===== src/rtl/gpio_edge_pkg.sv =====
package gpio_edge_pkg;
  localparam int unsigned ADDR_W = 8;
  localparam logic [ADDR_W-1:0] OFS_IN   = 8'h00;
  localparam logic [ADDR_W-1:0] OFS_OUT  = 8'h04;
  localparam logic [ADDR_W-1:0] OFS_DIR  = 8'h08;
  localparam logic [ADDR_W-1:0] OFS_POL  = 8'h0C;
  localparam logic [ADDR_W-1:0] OFS_MASK = 8'h10;
  localparam logic [ADDR_W-1:0] OFS_STAT = 8'h14;
  localparam logic [ADDR_W-1:0] OFS_PEN  = 8'h18;
endpackage


===== src/rtl/gpio_edge_regs.sv =====
module gpio_edge_regs
  import gpio_edge_pkg::*;
#(
  parameter int unsigned N_LINES = 16
) (
  input  logic               clk_i,
  input  logic               rst_ni,
  input  logic               bus_we_i,
  input  logic [ADDR_W-1:0]  bus_addr_i,
  input  logic [N_LINES-1:0] bus_wdata_i,
  input  logic [N_LINES-1:0] in_q_i,
  input  logic [N_LINES-1:0] status_i,
  output logic [N_LINES-1:0] out_q_o,
  output logic [N_LINES-1:0] dir_q_o,
  output logic [N_LINES-1:0] pol_q_o,
  output logic [N_LINES-1:0] mask_q_o,
  output logic [N_LINES-1:0] clr_o,
  output logic [N_LINES-1:0] rdata_o
);
  logic [N_LINES-1:0] pen_q;

  always_ff @(posedge clk_i or negedge rst_ni) begin
    if (!rst_ni) begin
      out_q_o  <= '1;
      dir_q_o  <= '1;
      pol_q_o  <= '1;
      mask_q_o <= '1;
      pen_q    <= '1;
    end else if (bus_we_i) begin
      unique case (bus_addr_i)
        OFS_OUT:  out_q_o  <= bus_wdata_i;
        OFS_DIR:  dir_q_o  <= bus_wdata_i;
        OFS_POL:  pol_q_o  <= bus_wdata_i;
        OFS_MASK: mask_q_o <= bus_wdata_i;
        OFS_PEN:  pen_q    <= bus_wdata_i;
        default:  ;
      endcase
    end
  end

  assign clr_o = (bus_we_i && bus_addr_i == OFS_STAT) ? bus_wdata_i : '0;

  always_comb begin
    unique case (bus_addr_i)
      OFS_IN:   rdata_o = in_q_i & pen_q;
      OFS_OUT:  rdata_o = out_q_o;
      OFS_DIR:  rdata_o = dir_q_o;
      OFS_POL:  rdata_o = pol_q_o;
      OFS_MASK: rdata_o = mask_q_o;
      OFS_STAT: rdata_o = status_i;
      OFS_PEN:  rdata_o = pen_q;
      default:  rdata_o = '0;
    endcase
  end

  always_comb begin
    if (rst_ni && bus_addr_i == OFS_IN)
      AST_IN_GATED: assert ((rdata_o & ~pen_q) == '0);
  end
endmodule


===== src/rtl/gpio_edge_detect.sv =====
module gpio_edge_detect #(
  parameter int unsigned N_LINES = 16
) (
  input  logic               clk_i,
  input  logic               rst_ni,
  input  logic [N_LINES-1:0] pins_i,
  input  logic [N_LINES-1:0] dir_i,
  input  logic [N_LINES-1:0] pol_i,
  input  logic [N_LINES-1:0] mask_i,
  input  logic [N_LINES-1:0] clr_i,
  output logic [N_LINES-1:0] in_q_o,
  output logic [N_LINES-1:0] status_o,
  output logic               irq_o
);
  logic [N_LINES-1:0] hit;
  logic [N_LINES-1:0] set_bits;

  for (genvar g = 0; g < N_LINES; g++) begin : g_line
    // polarity 1 = rising, 0 = falling
    assign hit[g] = pol_i[g] ? (pins_i[g] & ~in_q_o[g]) : (~pins_i[g] & in_q_o[g]);
  end

  assign set_bits = hit & dir_i & ~mask_i;

  always_ff @(posedge clk_i or negedge rst_ni) begin
    if (!rst_ni) begin
      in_q_o   <= '0;
      status_o <= '0;
      irq_o    <= 1'b0;
    end else begin
      in_q_o   <= pins_i;
      // set wins over a clear on the same bit
      status_o <= (status_o & ~clr_i) | set_bits;
      irq_o    <= |status_o;
    end
  end

  AST_NO_SET_ON_OUTPUT: assert property (@(posedge clk_i) disable iff (!rst_ni)
    1'b1 |=> ((status_o & ~$past(status_o) & ~$past(dir_i)) == '0));
  AST_NO_SET_WHEN_MASKED: assert property (@(posedge clk_i) disable iff (!rst_ni)
    1'b1 |=> ((status_o & ~$past(status_o) & $past(mask_i)) == '0));
  AST_FALL_ONLY_BY_CLEAR: assert property (@(posedge clk_i) disable iff (!rst_ni)
    1'b1 |=> (($past(status_o) & ~status_o & ~$past(clr_i)) == '0));
endmodule


===== src/rtl/gpio_edge_port.sv =====
module gpio_edge_port
  import gpio_edge_pkg::*;
#(
  parameter int unsigned N_LINES = 16
) (
  input  logic               clk_i,
  input  logic               rst_ni,
  input  logic               bus_we_i,
  input  logic [ADDR_W-1:0]  bus_addr_i,
  input  logic [N_LINES-1:0] bus_wdata_i,
  output logic [N_LINES-1:0] bus_rdata_o,
  input  logic [N_LINES-1:0] pins_i,
  output logic [N_LINES-1:0] pad_o,
  output logic [N_LINES-1:0] pad_oe_o,
  output logic               irq_o
);
  logic [N_LINES-1:0] in_q, status, out_q, dir_q, pol_q, mask_q, clr;

  gpio_edge_regs #(.N_LINES(N_LINES)) u_regs (
    .clk_i       (clk_i),
    .rst_ni      (rst_ni),
    .bus_we_i    (bus_we_i),
    .bus_addr_i  (bus_addr_i),
    .bus_wdata_i (bus_wdata_i),
    .in_q_i      (in_q),
    .status_i    (status),
    .out_q_o     (out_q),
    .dir_q_o     (dir_q),
    .pol_q_o     (pol_q),
    .mask_q_o    (mask_q),
    .clr_o       (clr),
    .rdata_o     (bus_rdata_o)
  );

  gpio_edge_detect #(.N_LINES(N_LINES)) u_detect (
    .clk_i    (clk_i),
    .rst_ni   (rst_ni),
    .pins_i   (pins_i),
    .dir_i    (dir_q),
    .pol_i    (pol_q),
    .mask_i   (mask_q),
    .clr_i    (clr),
    .in_q_o   (in_q),
    .status_o (status),
    .irq_o    (irq_o)
  );

  assign pad_o    = out_q;
  assign pad_oe_o = ~dir_q;

  AST_IRQ_NEEDS_STATUS: assert property (@(posedge clk_i) disable iff (!rst_ni)
    $rose(irq_o) |-> $past(status != '0));
endmodule


===== config.mk =====
export PLATFORM = sky130hd
export DESIGN_NAME = gpio_edge_port
export DESIGN_NICKNAME = d
export VERILOG_FILES = /design/src/rtl/gpio_edge_pkg.sv /design/src/rtl/gpio_edge_regs.sv /design/src/rtl/gpio_edge_detect.sv /design/src/rtl/gpio_edge_port.sv
export SDC_FILE = /design/constraint.sdc
export NUM_CORES = 1
export LEC_CHECK = 0
export CORE_ASPECT_RATIO = 1.5
export CORE_MARGIN = 2
export CORE_UTILIZATION = 49
export CTS_CLUSTER_SIZE = 24
export DETAILED_ROUTE_END_ITERATION = 8
export GPL_TIMING_DRIVEN = 0
export PLACE_DENSITY = 0.79
export RECOVER_POWER = 25
export SLEW_MARGIN = 20
export SYNTH_ARGS = -nofsm -noshare
export SYNTH_HDL_FRONTEND = slang
export SYNTH_SLANG_ARGS = --single-unit
export TNS_END_PERCENT = 1

===== constraint.sdc =====
create_clock -name clk_i -period 2 [get_ports clk_i]
set_input_delay 0.4 -clock clk_i [delete_from_list [all_inputs] [get_ports clk_i]]
set_output_delay 0.4 -clock clk_i [all_outputs]
set_load 0.05 [all_outputs]

# Yosys cells after proc, flatten, opt, wreduce, memory -nomap -nowiden
# Index checks and enable logic that the tools add are counted.
# W data, S select, Z words.
[totals]
mem_count = 0
ramBits = 0
inputBits = 43
latch_bits = 0
register_bits = 113
mem_bits_ro = 0
[op_classes]
n_shift = 0
div = 0
n_eq_ne = 6
addsub = 0
n_bitwise = 72
multipliers = 0
reduce_logical = 8
magnitude_cmp = 0
n_mux = 18
[op_table]
columns = ["op", "n"]
rows = [
  ["$pmux W16 S7", 1],
  ["$and A16 B16 Y16", 4],
  ["$not A16 Y16", 3],
  ["$and A1 B1 Y1", 32],
  ["$not A1 Y1", 32],
  ["$eq A8 B5 Y1 const B", 3],
  ["$eq A8 B4 Y1 const B", 2],
  ["$mux W1", 16],
  ["$mux W16", 1],
  ["$or A16 B16 Y16", 1],
  ["$reduce_or A16 Y1", 1],
  ["$reduce_and A2 Y1", 5],
  ["$eq A8 B3 Y1 const B", 1],
  ["$logic_not A8 Y1", 1],
  ["$logic_and A1 B1 Y1", 1],
]

# Longest topological paths before layout
# Gate-level depths: netlist of the first run.
[logic_depth]
ltp_word = 6
mapped_depth = 7
depth_no_buf = 4

# Cells and area by module
# From an unflattened synthesis of the first run, not the netlist that was laid out.
[unflattened]
hier_cells = 473
hier_area_um2 = 5901.9
[modules_own_cells]
columns = ["mod", "cells_each", "instances", "area_each_um2", "seq_area_each_um2"]
rows = [
  ["gpio_edge_regs", 323, 1, 4230.3, 2102.0],
  ["gpio_edge_detect", 134, 1, 1611.5, 825.8],
  ["gpio_edge_port", 16, 1, 60.1, 0.0],
]

# Worst setup path before layout of the first run
# OpenSTA, ideal clock, no wires.
[synth_timing]
path_kind = "input-to-output"
startpoint = "in bus_addr_i[5]"
endpoint = "out bus_rdata_o[15]"
path_stages = 4
path_slack_ps = -795
required_time_ps = 1600
n_path_buf = 1
arrival_ps = 2395
cell_sequence = "or3_1 > buf_6 > or3_1 > a211oi_1"
[synth_between]
elab_chain_len = 2
elab_cells_between_ends = 8
cone_classes = "eq/ne: 6; mux: 1; reduce/logical: 1"
[synth_lines]
columns = ["item", "line", "rtl"]
rows = [
  ["from (decl)", "gpio_edge_port.sv:9", "input logic [ADDR_W-1:0] bus_addr_i,"],
  ["$eq A8 B5 Y1, or another cell as far along", "gpio_edge_regs.sv:44", "unique case (bus_addr_i)"],
  ["$pmux W16 S7 *", "gpio_edge_regs.sv:44", ""],
  ["to (decl)", "gpio_edge_port.sv:11", "output logic [N_LINES-1:0] bus_rdata_o,"],
]
# Every way passes the cells marked *; elsewhere a longest branch is shown, timed or not.

# Worst setup path in the final report of the first run
[layout_timing]
startpoint = "in bus_addr_i[0]"
endpoint = "out bus_rdata_o[10]"
# The elaborated chain is that of the path after synthesis.

==> results.md, run 1 <==
* CTS tree: yes
* Dominant cell type by area after synthesis: dfstp_2
* Setup ws final at -0.284 ns
* Worst reg-to-reg path cell count at 2
* RePlAce Congestion at 0.931
* Final nets at 643
* Outcome: finished with violations
* Slew @ Worst Pin at 0.868 ns
* Met2 WL at 8980 um
* Register bit total from synthesis at 113
* Post-Syn Area per Cell at 11.9 um2
* Synth top area cells: dfstp_2 (37%), dfrtp_1 (14%), mux2_1 (14%)
* Pleak at 3.17 nW
* RR Startpoint: u_detect.status_o[13]
* Ant diodes at 0
* Core ar. at 11500 um2
* Peak Freq at 0.438 GHz
* Pre-CTS setup slack at -1.94 ns
* Most common cell in the synthesized netlist: dfstp_2
* Setup TNS at -3.68 ns
* Fin crit share at 114%
* R2r setup slk at 0.76 ns
* Final hold vios at 0
* Initial Utilization at 49.9%
* Total GRT Usage at 28.0%
* Initial DRC Count at 374
* Die ar. at 12600 um2
* Pins Over Slew Limit at 0
* HPWL after DPL at 10700 um
* Slowest cell on the critical path: nor4b_4
* Post-Syn Nets at 523
* Clock Tree Buf Depth at 2
* Fin cells at 763
* Post-synth top area share at 36.7%
* FP Rows at 48
* Post-route ant nets at 0
* Final wirelength at 17000 um
* VDD IR max at 0.634 mV
* Synth top cells by count: dfstp_2 (80), mux2_1 (70), nand2_1 (40), dfrtp_1 (33), inv_1 (32)
* Die W at 92.3 um
* First-pass GRT wire length at 26400 um
* P per Cell Area at 852 nW/um2
* DRC at 0
* Design Power at 6.60 mW
* Class of the worst hold path: register to register
* DP Area at 6880 um2
* Post-layout instance area at 7750 um2
* CP Data Required Time at 1.60 ns
* Synth cell types at 46
* CP startpoint kind: primary input
* Die height at 136 um
* Cells after DPL at 719
* Largest net degree at the start of global routing at 79
* Post-synth ARST share at 100%
* Clk Latency, worst-skew pair at 0.42 ns
* Filler Cells Inserted at 815
* Root buf cell: clkbuf_16
* CP Launch Point: bus_addr_i[0]
* Antenna violations before repair at 0
* Final hold slack at 0.529 ns
* Max_cap viols at 0
* Top delay family on crit path: buffers and inverters
* DR top layer: met4
* Hold path start: u_detect.status_o[11]
* Worst-path fanout max at 7
* I/O pins at 92
* Critical path class: primary input to primary output
* Skew final at 0.00652 ns
* Post-synthesis cell count at 480
* Hold Crit Depth at 1
* Synth Warn # at 0
* Vias at 4736
* Clk slew on worst S/H paths at 0.05 ns
* Drt wl/cell at 22.2 um
* Layout area overhead at 35.2%
* Sequential fraction of the synthesis area at 51.1%
* Vias per cell at 6.21
* Setup-failing EPs final at 16
* Synthesized area at 5730 um2
* TritonCTS buffer count at 17
* WL met3 at 1150 um
* Synth Flop Type: dfstp_2
* Hold Path End: u_detect.status_o[11]
* Critical path, cell by cell: buf_4, nor4b_4, buf_4, and2_0, buf_6, a22oi_1, o22ai_2, buf_6
* Clock sinks at 113
* Max incr delay on CP at 0.30 ns
* Crit path buf inv count at 4
* # port buffers at 88
* Congestion Overflow GR at 0
* Tmin final at 2.28 ns
* Drt pass-1 iters at 5
* Post-layout util at 67.5%
* Max-slew headroom at the worst pin at 42.1%
* Critical Path AT at 1.88 ns
* Crit end category: primary output
* Number of synthesized flops with an enable pin at 0
* Vias in the first global route at 5127
* Htree depth at 4
* Met1 WL at 6020 um
* RSZ-0062 raised after global routing: true
* FF-to-FF End: u_detect.irq_o
* Violated checks: negative setup slack
* Layout cell share with drive strength beyond 1 at 36.7%
==> cells in the final DEF (no fill, tap or decap), drive strengths merged, types with 8 or more instances in the layout <==
cell and n:
dfstp 80, inv 32, dfrtp 33, a22oi 14, clkdlybuf4s50 17, a32oi 8
a32o 23, a21oi 9, nand2 41, buf 53, o21ai 32, dlygate4sd2 32
a22o 8, nand3b 15, nor2 10, dlygate4sd3 17, mux2 80, nand2b 16
clkbuf 27, o211ai 8
==> worst register-to-register path, stage by stage, from the launching register on <==
cell	delay [ns]
dfrtp_1	0.41
nor4_1	0.51
nand4_1	0.16
==> area by class of cell <==
type,instances,area [um2],share of cell area [%]
Clock inverter,13,161,2.08
Timing Repair Buffer,107,1030,13.3
Clock buffer,19,453,5.85
Tap cell,150,188,2.42
Buffer,21,199,2.57
Sequential cell,113,2930,37.8
Multi-Input combinational cell,308,2670,34.4
Inverter,32,120,1.55
==> sequential cells by signal, indices dropped and copies added, names as in the netlist <==
signal / flops
u_detect.in_q_o: 16
u_detect.status_o: 16
u_regs.dir_q_o: 16
u_regs.mask_q_o: 16
u_regs.out_q_o: 16
u_regs.pen_q: 16
u_regs.pol_q_o: 16
u_detect.irq_o: 1
==> cell families (layout without fill, tap and decap cells) <==
kind of cell / count (synthesis) / in the layout / share of synthesized area [%]
buf+inv: 59 / 192 / 5.07
simple gates: 109 / 109 / 12.1
flops: 113 / 113 / 51.1
compound gates: 116 / 116 / 14.7
mux: 83 / 83 / 17.1
==> worst max-delay path by stage <==
stage	to	slack (ns)	cells past startpoint
2_1_floorplan	bus_rdata_o[0]	-0.49	5
3_3_place_gp	u_detect.in_q_o[0]	-3.55	1
3_5_place_dp	bus_rdata_o[4]	-1.94	8
4_1_cts	bus_rdata_o[11]	-0.37	8
5_1_grt	bus_rdata_o[5]	-0.36	9
6_report	bus_rdata_o[10]	-0.28	8
==> report_power, final <==
part / internal [mW] / total [mW] / switching [mW]
sequential: 2.54 / 2.72 / 0.180
combinational: 0.336 / 0.784 / 0.448
clock: 2.02 / 3.10 / 1.08
==> per-layer routing <==
metal / up-vias / GRT usage (%)
met3: 70 / 6.65
met2: 257 / 48.8
met5: - / 0
li1: 2016 / -
met1: 2393 / 30.1
met4: 0 / 18.7
==> what timing repair did <==
item,4_1_cts,5_1_grt
setup endpoints to repair,112,24
hold buffers,1,0
cloned,1,0
pin swaps,13,12
gates resized for setup,190,37
setup buffers,12,4
endpoints found under the hold margin,6,0
(Power assumes the default switching activity.)
==> inputs of run 2 (changes only) <==
Settings changed: CORE_UTILIZATION 49 to 50, CTS_BUF_LIST from default to sky130_fd_sc_hd__clkbuf_8, PLACE_DENSITY 0.79 to 0.8.
==> run 2 against run 1 <==
Net effect: the run still ends with negative setup slack left; combinational power down 0.9%; critical endpoint is now bus_rdata_o[13]; global-route usage hardly changed; highest routed layer unchanged; setup slack better by 0.032 ns; sequential share of layout area is 1.0 points higher; cell area fell by 2.6%; clock power fell by 24%.
==> results.md, run 2 (same netlist as run 1, synthesis figures left out) <==
* Outcome: finished with violations
* Violated checks: negative setup slack
* Clk slew on worst S/H paths at 0.07 ns (+0.02 ns)
* Vias in the first global route at 4993 (-2.6%)
* Final nets at 641 (-0.31%)
* Drt pass-1 iters at 5 (unchanged)
* Post-layout instance area at 7540 um2 (-2.6%)
* Antenna violations before repair at 1 (+1)
* Skew final at 0.00673 ns (+0.000214 ns)
* Design Power at 5.85 mW (-11%)
* Max incr delay on CP at 0.44 ns (+0.14 ns)
* Sequential power share at 46.3% (+5.1 points)
* Peak Freq at 0.444 GHz (+1.4%)
* Slew @ Worst Pin at 1.31 ns (+0.446 ns)
* Crit path buf inv count at 3 (-1)
* Core ar. at 11100 um2 (-3.1%)
* Max_cap viols at 0 (unchanged)
* Sw power at 1.54 mW (-9.6%)
* Die ar. at 12300 um2 (-1.9%)
* Total GRT Usage at 28.0% (about the same)
* Layout cell share with drive strength beyond 1 at 36.5% (-0.21 points)
* FP Rows at 47 (-2.1%)
* Congestion Overflow GR at 0 (unchanged)
* Critical Path AT at 1.85 ns (-0.03 ns)
* Slowest cell on the critical path: or3_1
* Clock sinks at 113 (unchanged)
* Largest net degree at the start of global routing at 63 (-20%)
* Die height at 135 um (-0.97%)
* Vias at 4679 (-1.2%)
* Die W at 91.4 um (-0.96%)
* Internal power at 4.31 mW (-12%)
* Drt wl/cell at 22.0 um (-1.2%)
* CTS tree: yes
* P per Cell Area at 775 nW/um2 (-8.9%)
* Setup ws final at -0.252 ns (+0.0322 ns)
* Final wirelength at 16700 um (-1.7%)
* RePlAce Congestion at 0.969 (+4.0%)
* # port buffers at 88 (unchanged)
* DP Area at 6870 um2 (about the same)
* First-pass GRT wire length at 26000 um (-1.4%)
* Combinational share of power at 13.3% (+1.4 points)
* Tmin final at 2.25 ns (-0.0322 ns)
* HPWL after DPL at 10700 um (-0.35%)
* Htree depth at 4 (unchanged)
* Max-slew headroom at the worst pin at 12.4% (-30 points)
* Crit end category: primary output
* Setup-failing EPs final at 16 (unchanged)
* Most frequent cells in the layout: dfstp_2 (80), mux2_1 (70), nand2_1 (40)
* Clk Latency, worst-skew pair at 0.44 ns (+0.02 ns)
* Worst-path fanout max at 8 (+1)
* RSZ-0062 raised after global routing: true
* Pleak at 3.10 nW (-2.2%)
* Class of the worst hold path: register to register
* Pre-CTS setup slack at -1.99 ns (-0.0495 ns)
* CP startpoint kind: primary input
* Layout area overhead at 31.7%
* Critical path, cell by cell: buf_4, or3_1, buf_6, nor2_2, a22oi_1, o22ai_2, buf_6
* DRC at 0 (unchanged)
* Post-route ant nets at 0 (unchanged)
* Initial DRC Count at 363 (-2.9%)
* CP Data Required Time at 1.60 ns (about the same)
* Most common cell after layout, fill and taps aside: dfstp_2
* I/O pins at 92 (unchanged)
* Most frequent cell on the critical path: buf_6
* Sw frac at 26.4% (+0.51 points)
* Critical path class: primary input to primary output
* Top delay family on crit path: simple AND/OR/NAND/NOR gates
* Clock Tree Buf Depth at 2 (unchanged)
* Pins Over Slew Limit at 0 (unchanged)
* Final hold slack at 0.530 ns (+0.000451 ns)
* Root buf cell: clkbuf_8
* Fin crit share at 113% (-1.6 points)
* TritonCTS buffer count at 17 (unchanged)
* Initial Utilization at 51.5% (+1.6 points)
* VDD IR max at 0.511 mV (-19%)
* Vias per cell at 6.16 (-0.68%)
* Clock power share at 40.4% (-6.5 points)
* Final hold vios at 0 (unchanged)
==> run 2: worst register-to-register path: cells and delay by family (launching register included) <==
kind             cells  cell delay [ns]
DFF                  1             0.42
and+or+nand+nor      2             0.60
==> run 2: layout make-up <==
type / count / area [um2]
Antenna cell: 1 / 2.50
Buffer: 23 / 220
Clock buffer: 20 / 275
Clock inverter: 12 / 163
Fill cell: 782 / 3570
Inverter: 32 / 120
Multi-Input combinational cell: 308 / 2670
Sequential cell: 113 / 2930
Tap cell: 147 / 184
Timing Repair Buffer: 103 / 982
==> run 2: layer usage <==
layer | global-route usage [%] | vias to the layer above | part of all wire (%)
li1 | - | 2006 | -
met2 | 48.0 | 247 | 51
met1 | 30.3 | 2356 | 36
met3 | 6.31 | 70 | 6.8
met5 | 0 | - | 0
met4 | 19.9 | 0 | 5.4
==> run 2: what timing repair did <==
item / CTS / global route
endpoints found under the hold margin: 16 / 0
pin swaps: 10 / 9
setup endpoints to repair: 110 / 23
setup buffers: 11 / 1
cloned: 1 / 0
gates resized for setup: 199 / 30
hold buffers: 1 / 0
==> run 2: per-stage QoR <==
step                util (%)  TNS (ns)  cells
floorplan                  -     -6.34    480
global placement        61.6   -374.55    715
detailed placement      61.8    -80.89    716
CTS                     67.3     -4.46    758
global route            67.9     -4.04    759
finish                  67.9     -3.34    759
==> run 2: worst paths after layout <==
| kind | start | slack, ns | endpoint | depth (start not counted) |
|---|---|---|---|---|
| max | bus_addr_i[2] | -0.25 | bus_rdata_o[13] | 7 |
| min | u_detect.status_o[14] | 0.53 | u_detect.status_o[14] | 1 |
| max reg2reg | u_detect.status_o[13] | 0.85 | u_detect.irq_o | 2 |
| min reg2reg | u_detect.status_o[14] | 0.53 | u_detect.status_o[14] | 1 |
| max in group asynchronous | rst_ni | 0.24 | u_regs.out_q_o[0] | 3 |
| min in group asynchronous | rst_ni | 0.80 | u_detect.status_o[10] | 2 |
==> run 2: power groups by stage <==
| stage | Combinational (mW) | Sequential [mW] | Clock, mW |
|---|---|---|---|
| 2_1_floorplan | 0.378 | 2.74 | 0 |
| 3_3_place_gp | 0.724 | 2.72 | 0 |
| 3_5_place_dp | 0.753 | 2.73 | 0 |
| 4_1_cts | 0.765 | 2.70 | 2.39 |
| 5_1_grt | 0.831 | 2.73 | 2.49 |
| 6_report | 0.777 | 2.71 | 2.36 |
==> inputs of run 3 (changes only) <==
Settings changed: SKIP_CTS_REPAIR_TIMING from default to 1.
==> run 3 against run 2 <==
Net effect: the flow still finishes with violations (negative setup slack); wire length hardly changed; flip-flop and latch count stayed put; cell area is 1.0% higher; combinational power is 1% higher; core utilization is 0.69 points higher; setup slack worse by 0.18 ns; highest routed layer unchanged; final cell count is 1.1% higher.
==> results.md, run 3 (same netlist as run 1, synthesis figures left out) <==
* FP Rows at 47 (unchanged)
* Clock Tree Buf Depth at 2 (unchanged)
* Setup TNS at -5.64 ns (-2.31 ns)
* Vias at 4765 (+1.8%)
* Crit end category: primary output
* Final nets at 650 (+1.4%)
* HPWL after DPL at 10700 um (unchanged)
* Pre-CTS setup slack at -1.99 ns (unchanged)
* Htree depth at 4 (unchanged)
* RePlAce Congestion at 0.969 (unchanged)
* Setup ws final at -0.431 ns (-0.179 ns)
* Die ar. at 12300 um2 (unchanged)
* TritonCTS buffer count at 17 (unchanged)
* Total GRT Usage at 26.9% (-1.1 points)
* Setup-failing EPs final at 16 (unchanged)
* Hold Crit Depth at 4 (+3)
* Violated checks: negative setup slack
* Pleak at 3.37 nW (+8.7%)
* Final hold vios at 0 (unchanged)
* DRC at 0 (unchanged)
* Worst-path fanout max at 5 (-3)
* VDD IR max at 0.537 mV (+5.1%)
* Layout area overhead at 33.0%
* Max-slew headroom at the worst pin at 12.3% (-0.12 points)
* Slew @ Worst Pin at 1.32 ns (+0.00181 ns)
* Outcome: finished with violations
* Pins Over Slew Limit at 0 (unchanged)
* Most common cell after layout, fill and taps aside: dfstp_2
* Design Power at 5.87 mW (+0.39%)
* Max_cap viols at 0 (unchanged)
* Worst reg-to-reg path cell count at 2 (unchanged)
* Root buf cell: clkbuf_8
* Initial Utilization at 51.5% (unchanged)
* Vias per cell at 6.21 (+0.78%)
* Peak Freq at 0.411 GHz (-7.4%)
* Die height at 135 um (unchanged)
* Congestion Overflow GR at 0 (unchanged)
* Class of the worst hold path: primary input to register
* Core ar. at 11100 um2 (unchanged)
* Clk Latency, worst-skew pair at 0.45 ns (about the same)
* # port buffers at 88 (unchanged)
* Final wirelength at 16700 um (about the same)
* Skew final at 0.00848 ns (+0.00175 ns)
* Critical path class: primary input to primary output
* First-pass GRT wire length at 25200 um (-3.2%)
* RSZ-0062 raised after global routing: true
* Vias in the first global route at 4927 (-1.3%)
* Antenna violations before repair at 0 (-1)
* Largest net degree at the start of global routing at 63 (unchanged)
* Clk slew on worst S/H paths at 0.07 ns (about the same)
* P per Cell Area at 771 nW/um2 (-0.62%)
* Clock sinks at 113 (unchanged)
* Drt wl/cell at 21.7 um (-1.1%)
* Fin crit share at 122% (+8.9 points)
* CTS tree: yes
* Final hold slack at 0.540 ns (+0.0106 ns)
* I/O pins at 92 (unchanged)
* Ant diodes at 0 (-1)
* Layout cell share with drive strength beyond 1 at 35.5% (-1.0 points)
* Critical Path AT at 2.03 ns (+0.18 ns)
* Die W at 91.4 um (unchanged)
* Fin cells at 767 (+1.1%)
* Most frequent cells in the layout: dfstp_2 (80), mux2_1 (70), nand2_1 (40)
* Post-route ant nets at 0 (unchanged)
* Tmin final at 2.43 ns (+0.179 ns)
* Drt pass-1 iters at 5 (unchanged)
* Cells after DPL at 716 (unchanged)
* Initial DRC Count at 434 (+20%)
* CP startpoint kind: primary input
* CP Data Required Time at 1.60 ns (about the same)
run 3: cell count changes in the layout (fill, tap and decap cells not counted), moves of 2 or more:
| cell | before | now |
|---|---|---|
| a211oi_1 | 1 | 4 |
| a211oi_2 | 6 | 3 |
| a21oi_1 | 5 | 9 |
| a21oi_2 | 4 | 0 |
| a22oi_1 | 12 | 10 |
| a22oi_2 | 2 | 4 |
| buf_4 | 22 | 35 |
| buf_6 | 18 | 14 |
| buf_8 | 5 | 2 |
| clkbuf_4 | 1 | 4 |
| dlygate4sd2_1 | 32 | 0 |
| dlymetal6s2s_1 | 2 | 34 |
| nor2_1 | 5 | 8 |
| nor2_2 | 3 | 1 |
run 3: worst max-delay path, cell delays in order:
cell      delay [ns]
buf_8           0.09
or3_4           0.39
buf_12          0.14
nor4b_4         0.32
buf_4           0.20
a22oi_2         0.07
o211ai_1        0.15
buf_4           0.25
run 3: path summary, 6_finish.rpt:
path / from / slack (ns) / end
max reg2reg: u_detect.status_o[13] / 0.81 / u_detect.irq_o
max in group asynchronous: rst_ni / 0.24 / u_regs.out_q_o[0]
min reg2reg: u_detect.status_o[12] / 0.54 / u_detect.status_o[12]
min: bus_addr_i[1] / 0.54 / u_regs.dir_q_o[3]
max: bus_addr_i[6] / -0.43 / bus_rdata_o[2]
min in group asynchronous: rst_ni / 0.79 / u_detect.status_o[10]
run 3: per-stage QoR:
step / area, um2 / utilization [%]
2_1_floorplan: 5780 / -
3_3_place_gp: 6840 / 61.6
3_5_place_dp: 6870 / 61.8
4_1_cts: 7310 / 65.8
5_1_grt: 7620 / 68.6
6_report: 7620 / 68.6
run 3: final cells by class:
type,count,area (um2)
plain buffers,24,199
repair buffers,111,1140
clock inverters,12,163
multi-input cells,308,2610
inverters,32,120
clock buffers,20,275
well taps,147,184
flip-flops and latches,113,2930
fillers,781,3490
run 3: routing by layer:
metal  GRT usage, %  routed length [um]  vias up
li1               -                   -     2030
met3           6.14                1200       74
met1           29.4                6010     2392
met4           17.3                 707        0
met2           46.4                8760      269
met5              0                   0        -
run 3: where the power goes:
part	switching [mW]	internal [mW]
clock	0.936	1.44
combinational	0.438	0.350
sequential	0.175	2.53
